$ cat config.mk
export PLATFORM = sky130hd
export DESIGN_NAME = sqw_gen
export DESIGN_NICKNAME = d
export VERILOG_FILES = /design/src/rtl/sqw_pkg.sv /design/src/rtl/sqw_ctl_reg.sv /design/src/rtl/sqw_divider.sv /design/src/rtl/sqw_tap_sel.sv /design/src/rtl/sqw_out_stage.sv /design/src/rtl/sqw_gen.sv
export SDC_FILE = /design/constraint.sdc
export NUM_CORES = 1
export LEC_CHECK = 0
export BUFFER_PORTS_ARGS = -buffer_cell sky130_fd_sc_hd__buf_2
export CORE_MARGIN = 3
export CORE_UTILIZATION = 35
export CTS_BUF_LIST = sky130_fd_sc_hd__clkbuf_4
export CTS_CLUSTER_SIZE = 25
export DETAILED_ROUTE_END_ITERATION = 8
export PLACE_DENSITY_LB_ADDON = 0.05
export SYNTH_ARGS = -nofsm -noshare
export SYNTH_HDL_FRONTEND = slang
export SYNTH_SLANG_ARGS = --single-unit
export TNS_END_PERCENT = 1
$ cat constraint.sdc
create_clock -name clk -period 6.1 [get_ports clk]
set_clock_uncertainty 0.15 [all_clocks]
set_input_delay 1.22 -clock clk [delete_from_list [all_inputs] [get_ports clk]]
set_output_delay 1.22 -clock clk [all_outputs]
set_load 0.02 [all_outputs]
$ cat src/rtl/sqw_pkg.sv
package sqw_pkg;

  localparam int unsigned DIV_STAGES_DEF = 15;
  localparam int unsigned RATE_W_DEF     = 4;
  // Stages used by the two low rate codes (256 Hz and 128 Hz)
  localparam int unsigned CODE1_STAGE    = 7;
  localparam int unsigned CODE2_STAGE    = 8;

  typedef struct packed {
    logic osc_on;
    logic fast_en;
  } sqw_ctl_t;

  // Divider stage selected by a nonzero rate code
  function automatic int unsigned tap_of_code(input int unsigned code);
    if (code == 1)      return CODE1_STAGE;
    else if (code == 2) return CODE2_STAGE;
    else                return code - 1;
  endfunction

endpackage

$ cat src/rtl/sqw_ctl_reg.sv
module sqw_ctl_reg
  import sqw_pkg::*;
(
  input  logic     clk,
  input  logic     rst_n,
  input  logic     pwr_up,
  input  logic     ctl_wr,
  input  logic     ctl_osc_on,
  input  logic     ctl_fast_en,
  output sqw_ctl_t ctl_q
);

  sqw_ctl_t ctl_d;
  logic     ctl_ce;

  assign ctl_ce = pwr_up | ctl_wr;

  always_comb begin
    ctl_d = ctl_q;
    if (pwr_up) begin
      ctl_d.osc_on  = 1'b1;
      ctl_d.fast_en = 1'b1;
    end else if (ctl_wr) begin
      ctl_d.osc_on  = ctl_osc_on;
      ctl_d.fast_en = ctl_fast_en;
    end
  end

  always_ff @(posedge clk or negedge rst_n) begin
    if (!rst_n) begin
      ctl_q <= '0;
    end else if (ctl_ce) begin
      ctl_q <= ctl_d;
    end
  end

endmodule

$ cat src/rtl/sqw_divider.sv
module sqw_divider #(
  parameter int unsigned STAGES = 15
) (
  input  logic              clk,
  input  logic              rst_n,
  input  logic              run,
  output logic [STAGES-1:0] cnt
);

  logic [STAGES-1:0] carry;
  logic [STAGES-1:0] cnt_d;

  genvar k;
  generate
    for (k = 0; k < STAGES; k++) begin : g_stage
      if (k == 0) begin : g_first
        assign carry[k] = run;
      end else begin : g_rest
        assign carry[k] = carry[k-1] & cnt[k-1];
      end
      assign cnt_d[k] = run & (cnt[k] ^ carry[k]);
    end
  endgenerate

  always_ff @(posedge clk or negedge rst_n) begin
    if (!rst_n) begin
      cnt <= '0;
    end else begin
      cnt <= cnt_d;
    end
  end

endmodule

$ cat src/rtl/sqw_tap_sel.sv
module sqw_tap_sel
  import sqw_pkg::*;
#(
  parameter int unsigned STAGES = 15,
  parameter int unsigned RATE_W = 4
) (
  input  logic [STAGES-1:0] cnt,
  input  logic [RATE_W-1:0] rate,
  output logic              tap
);

  localparam int unsigned IDX_W = (STAGES > 1) ? $clog2(STAGES) : 1;

  logic [IDX_W-1:0] idx;
  logic             idx_ok;

  always_comb begin
    idx    = IDX_W'(tap_of_code(int'(rate)));
    idx_ok = (rate != '0) && (int'(idx) < int'(STAGES));
    tap    = idx_ok ? cnt[idx] : 1'b0;
  end

endmodule

$ cat src/rtl/sqw_out_stage.sv
module sqw_out_stage (
  input  logic clk,
  input  logic rst_n,
  input  logic osc_on,
  input  logic fast_en,
  input  logic sq_en,
  input  logic main_ok,
  input  logic aux_bat_en,
  input  logic aux_ok,
  input  logic fast_src,
  input  logic tap,
  output logic sqw
);

  logic sqw_d;
  logic aux_keep;

  assign aux_keep = fast_en & aux_bat_en & aux_ok;

  always_comb begin
    sqw_d = 1'b0;
    if (!osc_on) begin
      sqw_d = 1'b0;
    end else if (!main_ok) begin
      sqw_d = aux_keep & fast_src;
    end else if (fast_en) begin
      sqw_d = fast_src;
    end else if (sq_en) begin
      sqw_d = tap;
    end
  end

  always_ff @(posedge clk or negedge rst_n) begin
    if (!rst_n) begin
      sqw <= 1'b0;
    end else begin
      sqw <= sqw_d;
    end
  end

endmodule

$ cat src/rtl/sqw_gen.sv
module sqw_gen
  import sqw_pkg::*;
#(
  parameter int unsigned DIV_STAGES = DIV_STAGES_DEF,
  parameter int unsigned RATE_W     = RATE_W_DEF
) (
  input  logic              clk,
  input  logic              rst_n,
  input  logic              pwr_up,
  input  logic              ctl_wr,
  input  logic              ctl_osc_on,
  input  logic              ctl_fast_en,
  input  logic [RATE_W-1:0] rate,
  input  logic              sq_en,
  input  logic              main_ok,
  input  logic              aux_bat_en,
  input  logic              aux_ok,
  output logic              sqw
);

  sqw_ctl_t              ctl_q;
  logic                  osc_on_q;
  logic                  fast_en_q;
  logic [DIV_STAGES-1:0] div_cnt;
  logic                  tap;

  sqw_ctl_reg u_ctl (
    .clk         (clk),
    .rst_n       (rst_n),
    .pwr_up      (pwr_up),
    .ctl_wr      (ctl_wr),
    .ctl_osc_on  (ctl_osc_on),
    .ctl_fast_en (ctl_fast_en),
    .ctl_q       (ctl_q)
  );

  assign osc_on_q  = ctl_q.osc_on;
  assign fast_en_q = ctl_q.fast_en;

  sqw_divider #(.STAGES(DIV_STAGES)) u_div (
    .clk   (clk),
    .rst_n (rst_n),
    .run   (osc_on_q),
    .cnt   (div_cnt)
  );

  sqw_tap_sel #(.STAGES(DIV_STAGES), .RATE_W(RATE_W)) u_tap (
    .cnt  (div_cnt),
    .rate (rate),
    .tap  (tap)
  );

  sqw_out_stage u_out (
    .clk        (clk),
    .rst_n      (rst_n),
    .osc_on     (osc_on_q),
    .fast_en    (fast_en_q),
    .sq_en      (sq_en),
    .main_ok    (main_ok),
    .aux_bat_en (aux_bat_en),
    .aux_ok     (aux_ok),
    .fast_src   (div_cnt[0]),
    .tap        (tap),
    .sqw        (sqw)
  );

endmodule

# == Word level (Yosys, flattened, before mapping) ==
# Index checks and enable logic that the tools add are counted.
# word_totals
ff_bits,18
inputBits,14
out_inout_bits,1
wordCells,72
# classes
addsub,1
order_cmp,2
n_eq_ne,2
mux,11
n_bitwise,48
reduce_logical,4
# op_table
operator,count
$and A1 B1 Y1,32
$xor A1 B1 Y1,15
$mux W4,2
$mux W1,6
$lt A4 B5 Y1 const B,1
$bmux W1 S4,1
$eq A4 B1 Y1 const B,1
$eq A4 B2 Y1 const B,1
$lt A4 B4 Y1 const B,1
$mux W2,2
$reduce_bool A4 Y1,1
$sub A4 B1 Y4 const B,1
$reduce_and A2 Y1,1
$reduce_bool A2 Y1,1
$logic_and A1 B1 Y1,1
$or A1 B1 Y1,1

# == Logic depth before layout (Yosys ltp) ==
# Gate-level depths: netlist (run 1).
# depth
ltp_word,16
mapped_depth,16
depth_no_buf,16

# == Hierarchy ==
# A second synthesis (run 1) with hierarchy kept.
# hier_totals
hier_cells,95
area_unflattened_um2,1137.3
# modules_own_cells
module,instances,cells_per_inst,area_each_um2,seq_area_each_um2
sqw_divider,1,46,658.1,375.4
sqw_tap_sel,1,38,339.1,0.0
sqw_ctl_reg,1,6,80.1,50.0
sqw_out_stage,1,5,60.1,25.0

# == Worst setup path after synthesis (run 1) ==
# Ideal clock, no wire load.
# synth_timing
path_kind,register to register
startpoint,"register, netlist name u_ctl.ctl_q[1]"
endpoint,register u_div.cnt[14]
setup_time_ps,119
t_arrival_ps,3084
t_required_ps,5831
path_slack_ps,2747
stages_incl_launch_ff,17
path_buffers,0
period_less_slack_ps,3353
path_cell_list,dfrtp_1 -> and2_1 -> ha_1 -> ha_1 -> ha_1 -> ha_1 -> ha_1 -> ha_1 -> ha_1 -> ha_1 -> ha_1 -> ha_1 -> ha_1 -> ha_1 -> ha_1 -> xor2_1 -> and2_1
# synth_between
elab_chain_cells,16
# synth_rtl
element,line,source
$and A1 B1 Y1 (14 in series),sqw_divider.sv:19,assign carry[k] = carry[k-1] & cnt[k-1];
$xor A1 B1 Y1,sqw_divider.sv:21,assign cnt_d[k] = run & (cnt[k] ^ carry[k]);
$and A1 B1 Y1 (*),sqw_divider.sv:21,
via u_div.cnt_d[14],sqw_divider.sv:11,logic [STAGES-1:0] cnt_d;
to (signal assigned),sqw_divider.sv:29,cnt <= cnt_d;
to (decl),sqw_divider.sv:7,output logic [STAGES-1:0] cnt
# Mark *: on every way through the listed nets, which the timed path passes. The rest lies on a longest branch.
# A chain may end at the register's enable or synchronous reset.

# == Worst setup path after layout (run 1) ==
# layout_timing
startpoint,"register, netlist name u_ctl.ctl_q[1]"
endpoint,register u_div.cnt[14]
# layout_between
elab_chain_cells,16
# layout_rtl
element,line
$and A1 B1 Y1 (14 in series),sqw_divider.sv:19
$xor A1 B1 Y1,sqw_divider.sv:21
$and A1 B1 Y1 (*),sqw_divider.sv:21
via u_div.cnt_d[14],sqw_divider.sv:11
# Marks and branches as above.

==> results of run 1 <==
## placed cells by master (no fill, tap or decap), types with 2 or more instances in the layout
master and instances:
mux2i_1 3, o21ai_0 3, ha_1 17, nor2b_1 3, o21ba_2 2, inv_1 3, nor2_1 2, o31ai_1 2
and2_1 16, buf_2 14, a211o_1 3, dfrtp_1 18, clkbuf_4 3, o221ai_1 2, nand2b_1 2
## layer usage
layer | vias to the layer above | share of wire
met4 | 0 | 0.0095
li1 | 418 | -
met2 | 5 | 0.47
met1 | 369 | 0.49
met5 | - | 0
met3 | 2 | 0.028
## flip-flops by register name, summed over array words and instances, names as in the netlist
| signal | cells |
|---|---|
| u_ctl.ctl_q | 2 |
| u_div.cnt | 15 |
| u_out.sqw | 1 |
## report_power, final
group	internal, W	switching, W	total [W]
logic	0.0000273	0.0000252	0.0000524
registers	0.000130	0.00000645	0.000136
clock network	0.0000237	0.0000369	0.0000607
## worst register-to-register path: stages (launching register included)
cell     delay (ns)
dfrtp_1        0.54
and2_1         0.23
ha_1           0.18
ha_1           0.18
ha_1           0.18
ha_1           0.18
ha_1           0.18
ha_1           0.18
ha_1           0.17
ha_1           0.18
ha_1           0.17
ha_1           0.17
ha_1           0.17
ha_1           0.17
ha_1           0.18
xor2_1         0.15
and2_1         0.15
## area by class of cell
cell class                      instances  area share
Inverter                                3     0.00836
Tap cell                               44      0.0409
Timing Repair Buffer                   14      0.0520
Clock buffer                            3      0.0167
Multi-Input combinational cell         80       0.545
Sequential cell                        18       0.335
Clock inverter                          1     0.00279
## how the worst max path moves through the flow
stage	to	slack [ns]	cells past startpoint
final	u_div.cnt[14]$_DFF_PN0_	2.48	16
after global routing	u_div.cnt[14]$_DFF_PN0_	2.23	16
after CTS	u_div.cnt[14]$_DFF_PN0_	2.41	16
after detailed placement	u_div.cnt[14]$_DFF_PN0_	2.43	16
after global placement	u_div.cnt[14]$_DFF_PN0_	2.44	16
after floorplan	u_div.cnt[14]$_DFF_PN0_	2.75	16
## stage by stage
stage	utilization	total power, W	hold WS (ns)	worst slack [ns]	cells
after CTS	0.424	0.000255	0.314	2.41	163
final	0.424	0.000249	0.306	2.48	163
after global placement	0.415	0.000191	0.297	2.44	159
after floorplan	-	0.000176	0.259	2.75	104
after detailed placement	0.415	0.000192	0.298	2.43	159
after global routing	0.424	0.000268	0.341	2.23	163
## cells by family after synthesis
family | share of synthesized area
and+or+nand+nor | 0.202
AOI/OAI and AO/OA | 0.164
DFF | 0.371
adders and majority gates | 0.175
buffers and inverters | 0.0257
muxes | 0.0556
xor gates and xnor gates | 0.00721
==> metrics.csv, run 1 <==
stage;metric;value;unit
final_layout;Ant. Diodes;0;
placed_design;IO Port Bufs;14;
final_layout;Layout Nets;151;
critical_path;worst flop-to-flop path endpoint;u_div.cnt[14]$_DFF_PN0_;
detailed_routing;DR iter-0 viols;45;
final_layout;Fill cells;321;
critical_path;Critical-path top delay cell;dfrtp_1;
detailed_routing;TritonRoute pass-1 iters;3;
critical_path;critical path startpoint;u_ctl.ctl_q[1]$_DFFE_PN0P_;
logic_synthesis;commonest cells in the synthesized netlist;18 x dfrtp_1, 17 x ha_1, 16 x and2_1;
detailed_routing;DRC viols;0;
logic_synthesis;distinct cell type count after synthesis;41;
timing;FMAX;277;MHz
logic_synthesis;synthesized instance count;104;
critical_path;startpoint types;flop;
floorplanning;Die Y-Extent;64.9;um
outcome;run status;complete, no violations;
logic_synthesis;Synth Register Bits;18;
critical_path;FF-to-FF setup slack;2.48;ns
placed_design;routability cong.;0.798;
final_layout;FF/Latch Area;450;um^2
placed_design;Final HPWL DP;1600;um
logic_synthesis;Area contributors post-synth;dfrtp_1 37%, ha_1 18%, and2_1 8.2%;
detailed_routing;vias per cell;4.87;
floorplanning;Die ar.;4210;um^2
critical_path;peak fanout along the critical path;18;
global_route;antenna violations before repair;0;
floorplanning;die width;64.9;um
critical_path;Critical R2R Launch;u_ctl.ctl_q[1]$_DFFE_PN0P_;
power_and_ir_drop;Peak supply drop;0.117;mV
min_path;Hold Crit Endpoint;u_div.cnt[0]$_DFF_PN0_;
critical_path;worst endpoint required time;6.14;ns
timing;fin crit share;0.593;
final_layout;area delta synth->final;10.8;%
global_route;met2 Use GR;0.165;
clock_tree;number of buffers created by CTS;3;
min_path;worst hold path type;flop to flop;
clock_tree;TritonCTS Sinks;18;
floorplanning;Ports;15;
detailed_routing;post-DR wirelength/cell;12.3;um
clock_tree;H-Tree Depth;1;
job;max-cap violation count;0;
detailed_routing;final wirelength;2010;um
critical_path;Critical Path Max Stage Delay;0.54;ns
critical_path;CP Capture Type;flop;
critical_path;worst-path cell chain;and2_1 -> ha_1 -> ha_1 -> ha_1 -> ha_1 -> ha_1 -> ha_1 -> ha_1 -> ha_1 -> ha_1 -> ha_1 -> ha_1 -> ha_1 -> ha_1 -> xor2_1 -> and2_1;
critical_path;Worst Setup Path Type;flop to flop;
detailed_routing;post-route ant nets;0;
global_route;busiest grt layer;met2;
floorplanning;core area;3180;um^2
power_and_ir_drop;Cell Pwr Density;185;nW/um^2
logic_synthesis;Mapped Nets;135;
detailed_routing;via count;794;
clock_tree;number of gates resized after CTS;0;
critical_path;Critical Path AT;3.66;ns
logic_synthesis;Yosys top cell area share;0.371;
global_route;vias in the first global route;755;
logic_synthesis;synthesized area;1210;um^2
logic_synthesis;most common cell in the synthesized netlist;dfrtp_1;
logic_synthesis;EDFF count, synth;0;
critical_path;R2R depth;16;
clock_tree;Root Driver;clkbuf_4;
critical_path;buffers plus inverters on the worst setup path;0;
timing;worst-margin pin slew;0.445;ns
logic_synthesis;Ys Warns;0;
clock_tree;later-pin clock latency in the skew report;0.28;ns
final_layout;final instance area;1350;um^2
global_route;GR Util met3;0.0364;
timing;Slew Viols, Final;0;
global_route;grt met1 use;0.139;
clock_tree;CTS Buffer Depth;2;
clock_tree;CTS tree;built;
final_layout;area occupied by multi-input gates;733;um^2
final_layout;share of cells above drive strength 1;0.244;
power_and_ir_drop;leak pwr;0.693;nW
logic_synthesis;leading area contributor after synthesis;dfrtp_1;
timing;RSZ-0062 raised after global routing;no;
global_route;pin count of the biggest net entering global routing;19;
global_route;first-pass GRT wire length;3440;um
min_path;hold path start;u_div.cnt[0]$_DFF_PN0_;
floorplanning;row count;20;
clock_tree;clock-pin slew on the worst setup and hold paths;0.11;ns
critical_path;most used cell, CP;ha_1;
min_path;hold path cells;1;
logic_synthesis;Most used DFF post-synth;dfrtp_1;
critical_path;Top Family by Delay on Critical Path;adder cells;
placed_design;placed cell area;1320;um^2
timing;Slew headroom;0.700;
timing;Period minus WS final;3.62;ns
clock_tree;Post-CTS Setup Bufs;0;
logic_synthesis;syn avg cell area;11.7;um^2
global_route;GRT Residual Overflow;0;
global_route;Total Routing Usage GR;0.105;
timing;final hold violation count;0;
timing;Setup-failing EPs final;0;
timing;Post-Route Setup TNS;0;ns
floorplanning;Starting Density;0.382;
logic_synthesis;asr flop ratio synth;1.00;
logic_synthesis;sequential fraction of the synthesis area;0.371;
clock_tree;# hold bufs at CTS;0;
Power figures use the tool's default switching activity.
==> run 2: changes to the inputs <==
==> constraint.sdc (replaced) <==
create_clock -name clk -period 3.06 [get_ports clk]
set_clock_uncertainty 0.15 [all_clocks]
set_input_delay 0.612 -clock clk [delete_from_list [all_inputs] [get_ports clk]]
set_output_delay 0.612 -clock clk [all_outputs]
set_load 0.02 [all_outputs]
==> metrics.csv, run 2 (synthesis gave the netlist of run 1 again) <==
stage;metric;value;unit
clock_tree;Root Driver;clkbuf_4;
clock_tree;number of buffers created by CTS;3;
floorplanning;core area;3180;um^2
timing;Slew headroom;0.725;
critical_path;Critical R2R Launch;u_ctl.ctl_q[1]$_DFFE_PN0P_;
critical_path;FF-to-FF setup slack;0.004;ns
floorplanning;Starting Density;0.382;
global_route;first-pass GRT wire length;3910;um
clock_tree;clock-pin slew on the worst setup and hold paths;0.11;ns
final_layout;Ant. Diodes;0;
clock_tree;TritonCTS Sinks;18;
power_and_ir_drop;Peak supply drop;0.340;mV
clock_tree;Post-CTS Setup Bufs;0;
clock_tree;number of gates resized after CTS;0;
detailed_routing;DR iter-0 viols;24;
critical_path;worst endpoint required time;3.11;ns
floorplanning;Die Y-Extent;64.9;um
clock_tree;CTS Buffer Depth;2;
floorplanning;Ports;15;
clock_tree;H-Tree Depth;1;
critical_path;critical path startpoint;u_ctl.ctl_q[1]$_DFFE_PN0P_;
clock_tree;later-pin clock latency in the skew report;0.29;ns
timing;RSZ-0062 raised after global routing;yes;
floorplanning;Die ar.;4210;um^2
outcome;run status;complete, no violations;
detailed_routing;TritonRoute pass-1 iters;4;
final_layout;share of cells above drive strength 1;0.377;
detailed_routing;post-DR wirelength/cell;13.6;um
critical_path;Worst Setup Path Type;flop to flop;
timing;worst-margin pin slew;0.412;ns
timing;final hold violation count;0;
final_layout;area delta synth->final;26.3;%
global_route;antenna violations before repair;0;
final_layout;final core occ;0.483;
final_layout;biggest regs;u_div.cnt (15), u_ctl.ctl_q (2), u_out.sqw (1);
critical_path;startpoint types;flop;
floorplanning;die width;64.9;um
critical_path;peak fanout along the critical path;2;
placed_design;IO Port Bufs;14;
global_route;pin count of the biggest net entering global routing;19;
final_layout;commonest non-fill, non-tap cell in the layout;dfrtp_1;
detailed_routing;final wirelength;2260;um
clock_tree;CTS tree;built;
critical_path;Critical Path AT;3.10;ns
global_route;Total Routing Usage GR;0.122;
final_layout;max FFs per register;15;
placed_design;routability cong.;0.746;
timing;Period minus WS final;3.06;ns
timing;Setup-failing EPs final;0;
final_layout;Reg with most FFs;u_div.cnt;
timing;FMAX;327;MHz
timing;fin crit share;0.999;
power_and_ir_drop;leak pwr;0.674;nW
power_and_ir_drop;Cell Pwr Density;345;nW/um^2
detailed_routing;DRC viols;0;
clock_tree;# hold bufs at CTS;0;
final_layout;Layout Nets;154;
detailed_routing;vias per cell;5.05;
detailed_routing;via count;838;
timing;Slew Viols, Final;0;
placed_design;pre-CTS WS;-0.0280;ns
floorplanning;row count;20;
timing;Setup WS post-layout;0.00400;ns
detailed_routing;post-route ant nets;0;
job;max-cap violation count;0;
global_route;GRT Residual Overflow;0;
critical_path;CP Capture Type;flop;
final_layout;commonest cells after routing, fill and taps aside;18 x dfrtp_1, 15 x and2_1, 14 x buf_2, 13 x ha_4, 4 x ha_1;
timing;Post-Route Setup TNS;0;ns
min_path;worst hold path type;input pin to asynchronous set/reset pin;
global_route;vias in the first global route;838;
placed_design;Final HPWL DP;1800;um
run 2: cell types whose count changed in the layout (fill, tap and decap cells not counted):
cell,previous run,this run
buf_4,0,3
ha_4,0,13
and2_1,16,15
ha_1,17,4
and2_4,0,1
run 2: worst max-delay path: stages (launching register included):
cell	delay, ns
dfrtp_1	0.39
and2_4	0.17
ha_4	0.15
ha_4	0.15
ha_4	0.16
ha_4	0.15
ha_4	0.15
ha_4	0.15
ha_4	0.15
ha_4	0.15
ha_4	0.15
ha_4	0.16
ha_4	0.15
ha_4	0.15
ha_4	0.15
xor2_1	0.13
and2_1	0.13
run 2: final cells by class:
cell class / count / area (um^2)
clock inverters: 1 / 3.75
flip-flops and latches: 18 / 450
well taps: 44 / 55.1
fillers: 304 / 1640
inverters: 3 / 11.3
clock buffers: 3 / 22.5
multi-input cells: 80 / 898
repair buffers: 17 / 92.6
run 2: worst paths after layout:
path | endpoint | cells past startpoint
max in group asynchronous | u_out.sqw$_DFF_PN0_ | 1
hold reg to reg | u_div.cnt[0]$_DFF_PN0_ | 2
hold / removal | u_div.cnt[10]$_DFF_PN0_ | 1
min in group clk | u_div.cnt[0]$_DFF_PN0_ | 2
setup / recovery | u_div.cnt[14]$_DFF_PN0_ | 16
setup reg to reg | u_div.cnt[14]$_DFF_PN0_ | 16
run 2: report_power, final:
group	leakage [nW]	internal (W)	switching, W
clock	0.0154	0.0000474	0.0000756
combinational	0.420	0.0000693	0.0000600
sequential	0.239	0.000258	0.0000188
run 2: layer usage:
| layer | track usage | up-vias | part of all wire |
|---|---|---|---|
| li1 | - | 423 | - |
| met1 | 0.159 | 407 | 0.46 |
| met2 | 0.195 | 6 | 0.50 |
| met3 | 0.0364 | 2 | 0.028 |
| met4 | 0.0317 | 0 | 0.0075 |
| met5 | 0 | - | 0 |
run 2: through the flow:
stage	hold slack, ns	total power [W]	cells	instance area (um^2)
CTS	0.0953	0.000541	166	1530
global placement	0.359	0.000410	162	1510
global route	0.0939	0.000575	166	1530
detailed placement	0.360	0.000415	162	1510
floorplan	0.166	0.000370	104	1380
finish	0.0794	0.000530	166	1530
